### src/rtl/hwlock_pkg.sv
`timescale 1ns/1ps
package hwlock_pkg;

    localparam int DATA_W    = 32;
    localparam int LOCK_BASE = 32'h100;

    // What a single bus access targets
    typedef enum logic [1:0] {
        ACC_NONE   = 2'd0,
        ACC_STATUS = 2'd1,
        ACC_LOCK   = 2'd2
    } acc_kind_e;

    // Decoded request of one port for one cycle
    typedef struct packed {
        acc_kind_e kind;  // target of the access
        logic      rd;    // read strobe (test-and-set on a lock)
        logic      rel;   // release of the selected lock
    } port_req_t;

    // Size code reported in the top nibble of the status word
    function automatic logic [3:0] count_code(input int n);
        case (n)
            32:      return 4'd1;
            64:      return 4'd2;
            128:     return 4'd3;
            256:     return 4'd4;
            default: return 4'd0;
        endcase
    endfunction

    function automatic logic [DATA_W-1:0] status_word(input int n);
        return {count_code(n), {(DATA_W-4){1'b0}}};
    endfunction

    // One past the last mapped lock offset
    function automatic int lock_end(input int n);
        return LOCK_BASE + 4 * n;
    endfunction

endpackage

### src/rtl/hwlock_port_decode.sv
`timescale 1ns/1ps
module hwlock_port_decode
    import hwlock_pkg::*;
#(
    parameter int NUM_LOCKS = 32,
    parameter int ADDR_W    = 12
) (
    input  logic [ADDR_W-1:0]    addr,
    input  logic                 rd,
    input  logic                 wr,
    input  logic [DATA_W-1:0]    wdata,
    output port_req_t            req,
    output logic [NUM_LOCKS-1:0] sel
);

    localparam int LIDX_W = $clog2(NUM_LOCKS);
    localparam int END_OF = lock_end(NUM_LOCKS);

    logic [31:0]       addr_w;
    logic              aligned;
    logic              hit_status;
    logic              hit_lock;
    logic [LIDX_W-1:0] lidx;

    always_comb begin
        addr_w     = 32'(addr);
        aligned    = (addr[1:0] == 2'b00);
        hit_status = (addr_w == 32'h0);
        hit_lock   = aligned && (addr_w >= 32'(LOCK_BASE)) && (addr_w < 32'(END_OF));
        lidx       = LIDX_W'((addr_w - 32'(LOCK_BASE)) >> 2);
    end

    // One-hot lock select, empty outside the lock window
    always_comb begin
        sel = '0;
        if (hit_lock) begin
            sel = NUM_LOCKS'(1) << lidx;
        end
    end

    always_comb begin
        req      = '0;
        req.rd   = rd;
        req.kind = hit_status ? ACC_STATUS : (hit_lock ? ACC_LOCK : ACC_NONE);
        // A combined read and write performs only the read
        req.rel  = wr && !rd && hit_lock && (wdata == '0);
    end

endmodule

### src/rtl/hwlock_state.sv
`timescale 1ns/1ps
module hwlock_state
    import hwlock_pkg::*;
#(
    parameter int NUM_LOCKS = 32
) (
    input  logic                 clk,
    input  logic                 rst,
    input  port_req_t            req0,
    input  logic [NUM_LOCKS-1:0] sel0,
    input  port_req_t            req1,
    input  logic [NUM_LOCKS-1:0] sel1,
    output logic [NUM_LOCKS-1:0] held_q,
    output logic                 seen0,
    output logic                 seen1
);

    logic                 lk_rd0;
    logic                 lk_rd1;
    logic [NUM_LOCKS-1:0] take0;
    logic [NUM_LOCKS-1:0] take1;
    logic [NUM_LOCKS-1:0] rel_v;
    logic [NUM_LOCKS-1:0] held_d;

    always_comb begin
        lk_rd0 = req0.rd && (req0.kind == ACC_LOCK);
        lk_rd1 = req1.rd && (req1.kind == ACC_LOCK);
        // Port 0 has priority on a free lock
        take0  = lk_rd0 ? (sel0 & ~held_q) : '0;
        take1  = lk_rd1 ? (sel1 & ~held_q & ~take0) : '0;
        rel_v  = (req0.rel ? sel0 : '0) | (req1.rel ? sel1 : '0);
        // Value each reader observes: prior state, port 1 also sees port 0's grab
        seen0  = |(sel0 & held_q);
        seen1  = |(sel1 & (held_q | take0));
    end

    // Per-lock next state: a grab beats a release in the same cycle
    for (genvar i = 0; i < NUM_LOCKS; i++) begin : g_lock
        always_comb begin
            held_d[i] = take0[i] | take1[i] | (held_q[i] & ~rel_v[i]);
        end
    end

    always_ff @(posedge clk) begin
        if (rst) begin
            held_q <= '0;
        end else begin
            held_q <= held_d;
        end
    end

endmodule

### src/rtl/hwlock_rdata.sv
`timescale 1ns/1ps
module hwlock_rdata
    import hwlock_pkg::*;
#(
    parameter int NUM_LOCKS = 32
) (
    input  logic              clk,
    input  logic              rst,
    input  port_req_t         req,
    input  logic              lock_bit,
    output logic [DATA_W-1:0] rdata
);

    localparam logic [DATA_W-1:0] STATUS_VAL = status_word(NUM_LOCKS);

    logic [DATA_W-1:0] rdata_d;

    always_comb begin
        rdata_d = '0;
        if (req.rd) begin
            case (req.kind)
                ACC_STATUS: rdata_d = STATUS_VAL;
                ACC_LOCK:   rdata_d = {{(DATA_W-1){1'b0}}, lock_bit};
                default:    rdata_d = '0;
            endcase
        end
    end

    always_ff @(posedge clk) begin
        if (rst) begin
            rdata <= '0;
        end else begin
            rdata <= rdata_d;
        end
    end

endmodule

### src/rtl/hwlock_bank.sv
`timescale 1ns/1ps
module hwlock_bank
    import hwlock_pkg::*;
#(
    parameter int NUM_LOCKS = 32,
    parameter int ADDR_W    = 12,
    parameter bit P1_EN     = 1'b1
) (
    input  logic              clk,
    input  logic              rst,
    input  logic [ADDR_W-1:0] p0_addr,
    input  logic              p0_rd,
    input  logic              p0_wr,
    input  logic [31:0]       p0_wdata,
    output logic [31:0]       p0_rdata,
    input  logic [ADDR_W-1:0] p1_addr,
    input  logic              p1_rd,
    input  logic              p1_wr,
    input  logic [31:0]       p1_wdata,
    output logic [31:0]       p1_rdata
);

    port_req_t            req0;
    port_req_t            req1;
    logic [NUM_LOCKS-1:0] sel0;
    logic [NUM_LOCKS-1:0] sel1;
    logic [NUM_LOCKS-1:0] lock_q;
    logic                 seen0;
    logic                 seen1;

    hwlock_port_decode #(
        .NUM_LOCKS (NUM_LOCKS),
        .ADDR_W    (ADDR_W)
    ) u_dec0 (
        .addr  (p0_addr),
        .rd    (p0_rd),
        .wr    (p0_wr),
        .wdata (p0_wdata),
        .req   (req0),
        .sel   (sel0)
    );

    hwlock_rdata #(
        .NUM_LOCKS (NUM_LOCKS)
    ) u_rd0 (
        .clk      (clk),
        .rst      (rst),
        .req      (req0),
        .lock_bit (seen0),
        .rdata    (p0_rdata)
    );

    if (P1_EN) begin : g_port1
        hwlock_port_decode #(
            .NUM_LOCKS (NUM_LOCKS),
            .ADDR_W    (ADDR_W)
        ) u_dec1 (
            .addr  (p1_addr),
            .rd    (p1_rd),
            .wr    (p1_wr),
            .wdata (p1_wdata),
            .req   (req1),
            .sel   (sel1)
        );

        hwlock_rdata #(
            .NUM_LOCKS (NUM_LOCKS)
        ) u_rd1 (
            .clk      (clk),
            .rst      (rst),
            .req      (req1),
            .lock_bit (seen1),
            .rdata    (p1_rdata)
        );
    end else begin : g_no_port1
        assign req1     = '0;
        assign sel1     = '0;
        assign p1_rdata = '0;
    end

    hwlock_state #(
        .NUM_LOCKS (NUM_LOCKS)
    ) u_state (
        .clk    (clk),
        .rst    (rst),
        .req0   (req0),
        .sel0   (sel0),
        .req1   (req1),
        .sel1   (sel1),
        .held_q (lock_q),
        .seen0  (seen0),
        .seen1  (seen1)
    );

endmodule

### config.mk
export PLATFORM = sky130hd
export DESIGN_NAME = hwlock_bank
export DESIGN_NICKNAME = d
export VERILOG_FILES = /design/src/rtl/hwlock_pkg.sv /design/src/rtl/hwlock_port_decode.sv /design/src/rtl/hwlock_state.sv /design/src/rtl/hwlock_rdata.sv /design/src/rtl/hwlock_bank.sv
export SDC_FILE = /design/constraint.sdc
export NUM_CORES = 1
export LEC_CHECK = 0
export CORE_AREA = 5 5 102 75
export CTS_BUF_LIST = sky130_fd_sc_hd__clkbuf_4 sky130_fd_sc_hd__clkbuf_8
export CTS_CLUSTER_DIAMETER = 100
export DETAILED_ROUTE_END_ITERATION = 7
export DIE_AREA = 0 0 107 80
export DONT_BUFFER_PORTS = 1
export GPL_TIMING_DRIVEN = 0
export PLACE_DENSITY_LB_ADDON = 0.15
export SYNTH_ARGS = -nofsm -noshare
export SYNTH_HDL_FRONTEND = slang
export SYNTH_SLANG_ARGS = --single-unit
### constraint.sdc
create_clock -name clk -period 2.6 [get_ports clk]
set_input_delay 0.39 -clock clk [delete_from_list [all_inputs] [get_ports clk]]
set_output_delay 0.39 -clock clk [all_outputs]
set_load 0.005 [all_outputs]
; Word-level counts from Yosys, hierarchy flattened
; Index checks and enable logic that the tools add are counted.
; W data, S select, Z words.
[word_totals]
reg_bits = 96
inputBits = 94
elab_cells = 190
[classes]
addsub = 2
n_lt_le_gt_ge = 4
n_eq_ne = 4
shift = 2
mux = 12
n_bitwise = 139
reduce_logical = 24
[op_table]
columns = cell, count
row1 = $mux W32, 6
row2 = $and A32 B32 Y32, 5
row3 = $pmux W29 S2, 2
row4 = $logic_not A32 Y1, 2
row5 = $not A32 Y32, 2
row6 = $or A1 B1 Y1, 64
row7 = $or A32 B32 Y32, 2
row8 = $reduce_or A32 Y1, 2
row9 = $shl A1 B5 Y32 const A, 2
row10 = $not A1 Y1, 34
row11 = $and A1 B1 Y1, 32
row12 = $ge A12 B9 Y1 const B, 2
row13 = $logic_not A12 Y1, 2
row14 = $lt A12 B9 Y1 const B, 2
row15 = $sub A7 B1 Y7 const B, 2
row16 = $logic_and A1 B1 Y1, 12
row17 = $mux W2, 4
row18 = $eq A2 B1 Y1 const B, 2
row19 = $eq A2 B2 Y1 const B, 2
row20 = $logic_not A2 Y1, 2
row21 = $reduce_or A2 Y1, 2
row22 = $logic_not A1 Y1, 2

; Longest topological paths before layout
[logic_depth]
word_depth = 13
mapped_depth = 9
ltp_nobuf = 7

; Modules after synthesis
; A second synthesis with hierarchy kept.
[unflattened]
hier_cells = 438
area_unflattened_um2 = 3500.9
[modules_own_cells]
columns = module, instances, cells_each, area_per_inst_um2, seq_area_each_um2
row1 = hwlock_state, 1, 207, 1998.2, 640.6
row2 = hwlock_rdata, 2, 36, 294.0, 40.0
row3 = hwlock_port_decode at u_dec0, 1, 79, 476.7, 0.0
row4 = hwlock_port_decode at g_port1.u_dec1, 1, 80, 437.9, 0.0

; Least setup slack after synthesis
; No wires, ideal clock.
[synth_path]
path_kind = input to register
from = in p1_addr[10]
to = reg u_state.held_q[28]
setup_time_ps = 134
arrival_ps = 1950
setup_slack_ps = 516
cell_stages = 7
n_path_buf = 1
path_cell_list = nor4_4 > nand3_1 > nor4_4 > buf_2 > nand2_1 > o21ai_0 > a211oi_1
[synth_between]
elab_chain_cells = 10
word_cells_on_any_way = 21
[synth_rtl]
columns = element, line_no
row1 = "start, declared", hwlock_bank.sv:16  ; input logic [ADDR_W-1:0] p1_addr,
row2 = $ge A12 B9 Y1, hwlock_port_decode.sv:29  ; hit_lock = aligned && (addr_w >= 32'(LOCK_BASE)) && (addr_w < 32'(END_OF));
row3 = $logic_and A1 B1 Y1 (2 in a row), hwlock_port_decode.sv:29
row4 = $mux W2 / $logic_and A1 B1 Y1 (equally long branches) (2 in a row), "hwlock_port_decode.sv:44, hwlock_port_decode.sv:46"
row5 = $eq A2 B2 Y1 / $mux W32 (equally long branches), "hwlock_state.sv:27, hwlock_state.sv:31"
row6 = $logic_and A1 B1 Y1 / $or A32 B32 Y32 (equally long branches), "hwlock_state.sv:27, hwlock_state.sv:31"
row7 = $mux W32 / $not A1 Y1 (equally long branches), "hwlock_state.sv:30, hwlock_state.sv:40"
row8 = $or A1 B1 Y1 / $and A1 B1 Y1 (equally long branches), hwlock_state.sv:40  ; held_d[i] = take0[i] | take1[i] | (held_q[i] & ~rel_v[i]);
row9 = $or A1 B1 Y1 (*), hwlock_state.sv:40
row10 = "end signal, assigned", hwlock_state.sv:48  ; held_q <= held_d;
row11 = "end, declared", hwlock_state.sv:13  ; output logic [NUM_LOCKS-1:0] held_q,
; Every way passes the cells marked *; elsewhere a longest branch is shown, timed or not.
; A chain may end at the register's enable or synchronous reset.

; Final worst setup path
[layout_path]
from = in p0_addr[5]
to = reg g_port1.u_rd1.rdata[0]
[layout_between]
elab_chain_cells = 12
word_cells_on_any_way = 18
[layout_rtl]
columns = element, line_no
row1 = "start, declared", hwlock_bank.sv:11  ; input logic [ADDR_W-1:0] p0_addr,
row2 = $ge A12 B9 Y1, hwlock_port_decode.sv:29
row3 = $logic_and A1 B1 Y1 (2 in a row), hwlock_port_decode.sv:29
row4 = $mux W2 (2 in a row), hwlock_port_decode.sv:44  ; req.kind = hit_status ? ACC_STATUS : (hit_lock ? ACC_LOCK : ACC_NONE);
row5 = $eq A2 B2 Y1, hwlock_state.sv:26  ; lk_rd0 = req0.rd && (req0.kind == ACC_LOCK);
row6 = $logic_and A1 B1 Y1, hwlock_state.sv:26
row7 = $mux W32 (*), hwlock_state.sv:29  ; take0 = lk_rd0 ? (sel0 & ~held_q) : '0;
row8 = $or A32 B32 Y32 (*), hwlock_state.sv:34  ; seen1 = |(sel1 & (held_q | take0));
row9 = $and A32 B32 Y32 (*), hwlock_state.sv:34
row10 = $reduce_or A32 Y1 (*), hwlock_state.sv:34
row11 = $pmux W29 S2 (*), hwlock_rdata.sv:21  ; case (req.kind)
row12 = "end signal, assigned", hwlock_rdata.sv:33  ; rdata <= rdata_d;
row13 = "end, declared", hwlock_rdata.sv:11  ; output logic [DATA_W-1:0] rdata
; Marked as above.

==> flow_summary.json <==
{
  "status": "complete, no violations",
  "grtUsageTotal_pct": 32.7,
  "worstSetupPathType": "primary input to flop",
  "firstDrtPassIters": 6,
  "die_h_um": 80,
  "placed_cells": 641,
  "hold_viol_final": 0,
  "crit_fanout": 10,
  "cts_tree": "yes",
  "clockBufferDepth": 2,
  "place_hpwl_um": 11400,
  "max-cap-violations": 0,
  "slowest_delay_ns": 0.58,
  "die_area_mm2": 0.00856,
  "grt_max_degree": 11,
  "gp_congestion": 1.09,
  "layout.cells.non_filler": 648,
  "worst-path-buf-inv": 1,
  "grt_pass1_wl_um": 21400,
  "numCtsBuffers": 5,
  "yosys_warnings": 0,
  "area_delta_synth_final_pct": 12.0,
  "netlist_top_cells_area": "dfxtp_1, buf_4, nand2_1, a211oi_1, o21ai_0",
  "rr_worst_depth": 4,
  "grt_pass1_vias": 3896,
  "fin_crit_ns": 2.57,
  "min_to": "g_port1.u_rd1.rdata[28]$_SDFF_PP0_",
  "finalWorstSetupSlack_ns": 0.0333,
  "antenna_found_initial": 0,
  "routedWlPerCell_um": 22.7,
  "clkSinkCount": 36,
  "cts-htree-levels": 2,
  "reg2reg_slack_ns": 0.67,
  "worstPathCellList": "clkbuf_1 > nand2b_1 > nor4_1 > o21ai_0 > o311ai_0 > a2111oi_1 > a311oi_1",
  "synth_top_cell_by_area": "dfxtp_1",
  "fmax_ghz": 0.390,
  "crit_family": "compound AO/OA/AOI/OAI gates",
  "placement_rows": 25,
  "clock_latency_ns": 0.30,
  "drive_above_1_share_pct": 15.2,
  "layout.nets": 661,
  "end_kind": "flop",
  "vias": 4248,
  "p_per_area_mw_per_mm2": 298,
  "worstMarginPinSlew_ns": 0.751,
  "drc": 0,
  "power_leakage_nw": 1.36,
  "fin_skew_ns": 0.0100,
  "arrival_ns": 2.70,
  "preCtsSetupSlack_ns": -0.248,
  "ys_types": 64,
  "ios": 158,
  "syn_area_mm2": 0.00350,
  "grt_overflow": 0,
  "relSlewSlack_pct": 49.7,
  "ys.flop_type": "dfxtp_1",
  "drt_iter0_drc": 603,
  "die_w_um": 107,
  "synthArstFlopShare_pct": 0,
  "synthDominantCellAreaShare_pct": 20.6,
  "routed_wl_um": 14700,
  "clk_pin_slew_worst_paths_ns": 0.07,
  "viasPerCell": 6.56,
  "slew_violations": 0,
  "timing.rr.end": "g_port1.u_rd1.rdata[0]$_SDFF_PP0_",
  "critPathLaunchType": "primary input",
  "synth_edf_count": 0,
  "hp-start": "p1_addr[8]",
  "rsz0062_at_grt": "no",
  "syn_area_per_cell_um2": 6.99,
  "io_buffers": 0,
  "post_cts_buffers": 0,
  "critPathRequiredTime_ns": 2.73,
  "syn-instance-count": 501,
  "ys_seq_area_share_pct": 20.6,
  "cpMaxStageDelayCell": "a2111oi_1",
  "synth_seq_cells": 36,
  "whs_path_depth": 2,
  "core_mm2": 0.00657,
  "ir_drop_mv": 0.234,
  "r2r-start": "u_state.held_q[17]$_SDFF_PP0_",
  "drtAntennaViolNets": 0,
  "cts_root_buf": "clkbuf_8",
  "setup_violations": 0,
  "hp-class": "primary input to flop",
  "period_share_pct": 98.7,
  "num_antenna_cells": 0,
  "initial_core_util_pct": 53.3
}
[flip-flops by register name, indices dropped and copies added, names as in the netlist]
name	flops
g_port1.u_rd1.rdata	2
u_rd0.rdata	2
u_state.held_q	32
[Yosys cell counts (3+ instances only)]
cell	count
nor4_1	16
a41oi_1	4
or4_1	3
a31oi_1	11
a211oi_1	29
dfxtp_1	36
clkbuf_1	20
o21ai_0	43
nor4_4	3
inv_1	3
nor3_1	17
nor3b_1	4
o21bai_1	4
nor2_1	39
o22ai_1	10
nor4b_1	3
nand2b_1	7
nor2b_1	8
a221oi_1	5
a21oi_1	16
nand3_1	18
nand2_1	65
buf_4	61
and2_1	4
and3_1	5
and4_1	3
o32ai_1	3
nand4_1	12
buf_2	3
a22oi_1	3
[metal layers]
layer  GRT usage, %  vias to the layer above  wire, um
met5              0                        -         0
met4           11.6                        0       460
met3           11.8                       55      2390
met2           48.9                      395      6200
met1           43.1                     1899      5630
li1               -                     1899         -
[layout by cell type (no fill, tap or decap), types with 3 or more instances in the layout]
| master | count |
|---|---|
| nand2_1 | 65 |
| buf_4 | 61 |
| conb_1 | 60 |
| o21ai_0 | 43 |
| nor2_1 | 39 |
| dfxtp_1 | 36 |
| a211oi_1 | 29 |
| clkbuf_1 | 20 |
| nand3_1 | 18 |
| nor3_1 | 17 |
| a21oi_1 | 16 |
| nor4_1 | 15 |
| nand4_1 | 12 |
| a31oi_1 | 11 |
| o22ai_1 | 10 |
| nor2b_1 | 8 |
| nand2b_1 | 7 |
| and3_1 | 5 |
| a221oi_1 | 5 |
| clkbuf_8 | 5 |
| nor3b_1 | 4 |
| and2_1 | 4 |
| o21bai_1 | 4 |
| a41oi_1 | 4 |
| nor4_4 | 3 |
| inv_1 | 3 |
| and4_1 | 3 |
| buf_2 | 3 |
| nor4b_1 | 3 |
| o32ai_1 | 3 |
| a22oi_1 | 3 |
| or4_1 | 3 |
[final cells by class]
type,count,area [um2]
buffer,86,558
clock buffer,6,76.3
clock inverter,1,5.00
fill,652,2650
inverter,4,15.0
multi-input combinational,434,2450
sequential,36,721
tap,81,101
[power breakdown]
group	internal, W	leakage (nW)	switching [W]	total (W)
registers	0.000551	0.290	0.000000105	0.000551
logic	0.0000855	1.03	0.000125	0.000211
clock network	0.000193	0.0445	0.000216	0.000409
total	0.000829	1.36	0.000341	0.00117
[worst max path at each step]
stage | start | end | slack [ns] | depth (start not counted)
after floorplan | p1_addr[10] | u_state.held_q[28]$_SDFF_PP0_ | 0.52 | 7
after global placement | p0_rd | g_port1.u_rd1.rdata[0]$_SDFF_PP0_ | -0.27 | 8
after detailed placement | p0_rd | g_port1.u_rd1.rdata[0]$_SDFF_PP0_ | -0.25 | 8
after CTS | p0_rd | g_port1.u_rd1.rdata[0]$_SDFF_PP0_ | 0.06 | 8
after global routing | p1_addr[1] | g_port1.u_rd1.rdata[0]$_SDFF_PP0_ | 0.01 | 7
final | p0_addr[5] | g_port1.u_rd1.rdata[0]$_SDFF_PP0_ | 0.03 | 7
[what timing repair did]
action,in CTS,in global routing
hold buffers,0,0
resized for setup,0,3
endpoints found under the setup margin,0,1
[metrics by stage]
step | util [%] | power, W | hold WS, ns | setup TNS [ns] | area (um2)
global placement | 58.2 | 0.000761 | 0.444 | -0.395 | 3830
floorplan | - | 0.000728 | 0.422 | 0 | 3720
finish | 59.7 | 0.00117 | 0.249 | 0 | 3920
global route | 59.7 | 0.00121 | 0.249 | 0 | 3920
CTS | 59.5 | 0.00116 | 0.245 | 0 | 3910
detailed placement | 58.2 | 0.000762 | 0.457 | -0.596 | 3830
[cell families (layout without fill, tap and decap cells)]
| family | after synthesis | in the layout | share of synthesized area [%] |
|---|---|---|---|
| AND/OR/NAND/NOR | 218 | 218 | 32.9 |
| AO/OA/AOI/OAI | 152 | 152 | 28.8 |
| buffers and inverters | 90 | 97 | 16.4 |
| flip-flops | 36 | 36 | 20.6 |
| multiplexers | 4 | 4 | 1.21 |
| other | 1 | 60 | 0.107 |
Power figures use the tool's default switching activity.
